==> src/rtl/txb_cancel_pkg.sv <==
package txb_cancel_pkg;
  localparam int unsigned DEF_N_BUF = 32;

  function automatic int unsigned idx_w(input int unsigned n);
    return (n > 1) ? $clog2(n) : 1;
  endfunction
endpackage

==> src/rtl/txb_cancel_slice.sv <==
module txb_cancel_slice (
  input  logic clk_i,
  input  logic rst_ni,
  input  logic ready_set_i,
  input  logic cancel_set_i,
  input  logic locked_i,
  input  logic tx_end_i,
  input  logic sched_busy_i,
  output logic ready_o,
  output logic cancel_o,
  output logic complete_o
);
  logic ready_q, cancel_q, blocked, accept;

  // engine lock holds until end pulse; scheduler round holds everything
  assign blocked    = sched_busy_i | (locked_i & ~tx_end_i);
  assign complete_o = cancel_q & ~blocked;
  assign accept     = cancel_set_i & ready_q & ~cancel_q;

  always_ff @(posedge clk_i or negedge rst_ni) begin
    if (!rst_ni) begin
      ready_q  <= 1'b0;
      cancel_q <= 1'b0;
    end else begin
      if (complete_o) begin
        ready_q  <= 1'b0;
        cancel_q <= 1'b0;
      end else begin
        if (ready_set_i) ready_q <= 1'b1;
        if (accept)      cancel_q <= 1'b1;
      end
    end
  end

  assign ready_o  = ready_q;
  assign cancel_o = cancel_q;

  // R2 cancel only rises on a buffer that was ready
  a_r2_accept_needs_ready: assert property (@(posedge clk_i) disable iff (!rst_ni)
    $rose(cancel_q) |-> $past(ready_q));
  a_r2_cancel_implies_ready: assert property (@(posedge clk_i) disable iff (!rst_ni)
    cancel_q |-> ready_q);
  // R6 R7 deferred cancel stays pending
  a_r6_hold_while_blocked: assert property (@(posedge clk_i) disable iff (!rst_ni)
    (cancel_q && (sched_busy_i || (locked_i && !tx_end_i))) |=> cancel_q);
  // R5 R10 completion clears both bits
  a_r5_complete_clears: assert property (@(posedge clk_i) disable iff (!rst_ni)
    (cancel_q && !sched_busy_i && (!locked_i || tx_end_i)) |=> (!cancel_q && !ready_q));
endmodule

==> src/rtl/txb_cancel_irq.sv <==
module txb_cancel_irq #(
  parameter int unsigned N_BUF = txb_cancel_pkg::DEF_N_BUF
) (
  input  logic             clk_i,
  input  logic             rst_ni,
  input  logic [N_BUF-1:0] complete_i,
  input  logic             ien_cancel_i,
  input  logic             ien_global_i,
  input  logic             done_clr_i,
  output logic             done_o,
  output logic             irq_o
);
  logic done_q, ien_any, any_done;

  assign ien_any  = ien_cancel_i | ien_global_i;
  assign any_done = |complete_i;

  always_ff @(posedge clk_i or negedge rst_ni) begin
    if (!rst_ni)                done_q <= 1'b0;
    else if (any_done && ien_any) done_q <= 1'b1;  // set wins over clear
    else if (done_clr_i)        done_q <= 1'b0;
  end

  assign done_o = done_q;
  assign irq_o  = done_q & ien_any;

  a_r8_done_sets: assert property (@(posedge clk_i) disable iff (!rst_ni)
    (any_done && ien_any) |=> done_q);
  a_r9_clear_w1c: assert property (@(posedge clk_i) disable iff (!rst_ni)
    (done_clr_i && !(any_done && ien_any)) |=> !done_q);
  a_r9_sticky: assert property (@(posedge clk_i) disable iff (!rst_ni)
    (done_q && !done_clr_i) |=> done_q);
endmodule

==> src/rtl/txb_cancel_ctrl.sv <==
module txb_cancel_ctrl #(
  parameter int unsigned N_BUF = txb_cancel_pkg::DEF_N_BUF,
  localparam int unsigned IDX_W = txb_cancel_pkg::idx_w(N_BUF)
) (
  input  logic             clk_i,
  input  logic             rst_ni,
  input  logic [N_BUF-1:0] ready_set_i,
  input  logic [N_BUF-1:0] cancel_set_i,
  input  logic             lock_valid_i,
  input  logic [IDX_W-1:0] lock_idx_i,
  input  logic             tx_end_i,
  input  logic             sched_busy_i,
  input  logic             ien_cancel_i,
  input  logic             ien_global_i,
  input  logic             done_clr_i,
  output logic [N_BUF-1:0] ready_o,
  output logic [N_BUF-1:0] cancel_o,
  output logic             done_o,
  output logic             irq_o
);
  logic [N_BUF-1:0] complete;

  for (genvar b = 0; b < N_BUF; b++) begin : g_buf
    logic locked;
    assign locked = lock_valid_i && (lock_idx_i == IDX_W'(b));

    txb_cancel_slice u_slice (
      .clk_i        (clk_i),
      .rst_ni       (rst_ni),
      .ready_set_i  (ready_set_i[b]),
      .cancel_set_i (cancel_set_i[b]),
      .locked_i     (locked),
      .tx_end_i     (tx_end_i),
      .sched_busy_i (sched_busy_i),
      .ready_o      (ready_o[b]),
      .cancel_o     (cancel_o[b]),
      .complete_o   (complete[b])
    );
  end

  txb_cancel_irq #(.N_BUF(N_BUF)) u_irq (
    .clk_i        (clk_i),
    .rst_ni       (rst_ni),
    .complete_i   (complete),
    .ien_cancel_i (ien_cancel_i),
    .ien_global_i (ien_global_i),
    .done_clr_i   (done_clr_i),
    .done_o       (done_o),
    .irq_o        (irq_o)
  );

  // R7 nothing completes during a scheduling round
  a_r7_sched_freeze: assert property (@(posedge clk_i) disable iff (!rst_ni)
    sched_busy_i |=> (cancel_o == $past(cancel_o)) || ($past(cancel_o) == '0) ||
                     ((cancel_o & ~$past(cancel_o)) != '0) || (cancel_o == $past(cancel_o)));
  a_r7_no_drop_busy: assert property (@(posedge clk_i) disable iff (!rst_ni)
    sched_busy_i |=> (($past(cancel_o) & ~cancel_o) == '0));
endmodule

==> config.mk <==
export PLATFORM = sky130hd
export DESIGN_NAME = txb_cancel_ctrl
export DESIGN_NICKNAME = d
export VERILOG_FILES = /design/src/rtl/txb_cancel_pkg.sv /design/src/rtl/txb_cancel_slice.sv /design/src/rtl/txb_cancel_irq.sv /design/src/rtl/txb_cancel_ctrl.sv
export SDC_FILE = /design/constraint.sdc
export NUM_CORES = 1
export LEC_CHECK = 0
export ABC_AREA = 1
export BUFFER_PORTS_ARGS = -buffer_cell sky130_fd_sc_hd__buf_2
export CORE_MARGIN = 1
export CORE_UTILIZATION = 51
export DETAILED_ROUTE_END_ITERATION = 10
export GPL_TIMING_DRIVEN = 0
export MAX_ROUTING_LAYER = met4
export PLACE_DENSITY_LB_ADDON = 0.08
export SYNTH_ARGS = -nofsm -noshare
export SYNTH_HDL_FRONTEND = slang
export SYNTH_HIERARCHICAL = 1
export SYNTH_SLANG_ARGS = --single-unit
export TNS_END_PERCENT = 10
==> constraint.sdc <==
create_clock -name clk_i -period 2.6 [get_ports clk_i]
set_input_delay 0.52 -clock clk_i [delete_from_list [all_inputs] [get_ports clk_i]]
set_output_delay 0.52 -clock clk_i [all_outputs]
set_load 0.01 [all_outputs]
==> results.md <==
* Status: finished clean
* Antenna Cells at 0
* Top Usage Layer GRT: met2
* Initial DRC count at 172
* Post-CTS Setup Bufs at 0
* First-pass GRT wire length at 11400 µm
* Share of layout cells above drive strength 1 at 0.368
* WHS at 0.276 ns
* Syn nets at 533
* Layout Skew at 0.00642 ns
* Setup_tns at 0 ns
* Final total power at 4160 µW
* Skew-Pair Late Insertion Delay at 0.33 ns
* Max cap viols at 0
* Slew Limit Headroom at 0.455
* Gr ovfl total at 0
* Clk sinks at 65
* Post-route ant nets at 0
* M3 GR Usage at 0.0484
* Crit share post-route at 0.667
* First-pass DRT Iterations at 6
* Proportion of synthesized chip area in sequential cells at 0.490
* Worst Path Required at 2.81 ns
* Clock-pin slew on the worst setup and hold paths at 0.07 ns
* WL/cell at 10.5 µm
* FF+latch count, synth at 65
* Core ar. at 6310 µm²
* Area contributors post-synth: dfrtp_1 49%, nor2_1 17%, nor2_2 13%, inv_1 8.1%, nand2_1 7.2%
* Slowest stage delay, CP at 0.23 ns
* Share of the synthesized area in the top cell type at 0.490
* Total number of vias at 3192
* Max-slew violation count at 0
* Count of different cell masters after synthesis at 11
* Post-Route WL at 7280 µm
* CTS root buffer: clkbuf_8
* Worst min path class: in2async
* Resized cells post-CTS at 0
* Crit path kind: in2reg
* # nets final at 686
* Worst-Margin Slew at 0.817 ns
* Final min period at 1.73 ns
* Register Area at 1630 µm²
* Top cell by count, worst path: nand2_1
* Met2 Resource Use GR at 0.381
* Worst setup SP type: input pin
* Die ar. at 6830 µm²
* Crit Path Max Fanout at 10
* Total GRT Usage at 0.227
* Max Fclk at 576 MHz
* Family with the most delay on the worst path: simple AND/OR/NAND/NOR gates
* Initial core utilization at 0.525
* Synth area leader: dfrtp_1
* Synth Instances at 456
* Clock Tree Buf Depth at 2
* Worst path slowest cell: buf_4
* Inserted Clock Buffers at 9
* VDD IR-drop max at 676 µV
* Area of the multi-input gates at 1410 µm²
* Final Core Density at 0.684
* Fill cell count at 568
* Layout overhead on the synthesized area at 30.1%
* Critical path arrival at 1.95 ns
* Chip Width at 82.6 µm
* GPL Wtd Cong at 0.823
* Mapped Area at 3320 µm²
* Critical path capture point type: flip-flop
* Critical path cell sequence: buf_2, inv_1, nand2_1, buf_4, nor2_1, inv_1, nor2_2, nor2_2, nor2_1, nand2_1, nor2_1, nand2_1, o21ai_1, nand2_1
* Unrepaired setup endpoints after global routing: no
* CTS tree: yes
* CTS Hold Bufs at 0
* Vias in the first global route at 2835
* I/O Buffers at 142
* Final setup viols at 0
* Num rows at 29
* HPWL Detailed at 5680 µm
* Buf/Inv on CP at 4
* Largest net degree at the start of global routing at 66
* Syn avg cell area at 7.27 µm²
* Yosys warnings at 6
* Die Height at 82.6 µm
* Remaining routing DRC violations at 0
* Initial antenna violation count at 0
* P per Cell Area at 965 nW/µm²
* I/O Pins at 143
* Fin. Hold Viols at 0
* CTS H-tree depth at 3
* Via/cell ratio at 4.62
* M1 GR Usage at 0.264
* Leak Pwr at 0.00218 µW
[cell usage in the layout (no fill, tap or decap), drive strengths merged, types with 2 or more instances in the layout]
cell type	instances
a21oi	32
clkinv	2
nand2	64
inv	72
clkbuf	13
dfrtp	65
nor2	218
buf	144
[final cells by class]
type	instances	area share
sequential	65	0.377
multi-input combinational	317	0.326
timing repair buffer	142	0.165
inverter	72	0.0626
clock buffer	13	0.0345
tap	77	0.0223
clock inverter	3	0.00928
buffer	2	0.00290
[cells in the mapped netlist, drive strengths merged]
cell and n:
a21oi 32, buf 2, dfrtp 65, inv 72, nand2 64, nor2 218, o21a 1, o21ai 1
or2 1
[kinds of logic (layout without fill, tap and decap cells)]
kind of cell | Yosys count | count (layout) | synth area share
buffers and inverters | 74 | 232 | 0.0853
AND/OR/NAND/NOR | 283 | 283 | 0.372
flip-flops | 65 | 65 | 0.490
AO/OA/AOI/OAI | 34 | 34 | 0.0521
[final timing paths]
path                       cells past startpoint  slack [ns]                               endpoint                                   from
max reg2reg                                    8        1.37               u_irq/done_o$_DFFE_PN0P_  g_buf[9].u_slice/cancel_o$_DFFE_PN0P_
min                                            1        0.28  g_buf[29].u_slice/ready_o$_DFFE_PN0P_                                 rst_ni
min in group clk_i                             3        0.42   g_buf[8].u_slice/ready_o$_DFFE_PN0P_                         ready_set_i[8]
max in group asynchronous                      1        1.81   g_buf[2].u_slice/ready_o$_DFFE_PN0P_                                 rst_ni
max                                           14        0.87               u_irq/done_o$_DFFE_PN0P_                          lock_idx_i[4]
min reg2reg                                    2        0.52  g_buf[31].u_slice/ready_o$_DFFE_PN0P_  g_buf[31].u_slice/ready_o$_DFFE_PN0P_
[metal layers]
metal | wire length (µm) | up-vias
met5 | 0 | -
met4 | 94 | 0
met3 | 404 | 7
met2 | 3530 | 92
met1 | 3250 | 1437
li1 | - | 1656
[sequential cells by signal, indices dropped and copies added, names as in the netlist]
register,cells
u_irq/done_o,1
g_buf.u_slice/ready_o,32
g_buf.u_slice/cancel_o,32
[power breakdown]
group          internal, µW  switching [µW]
clock network           467             352
logic                   665             882
registers              1460             338
[per-stage QoR]
stage | instance area (µm²) | worst slack, ns | std cells
final | 4320 | 0.865 | 691
after CTS | 4310 | 0.875 | 691
after floorplan | 3320 | 0.943 | 456
after detailed placement | 4120 | 0.514 | 675
after global routing | 4320 | 0.650 | 691
after global placement | 4120 | 0.535 | 675
(Power assumes the default switching activity.)
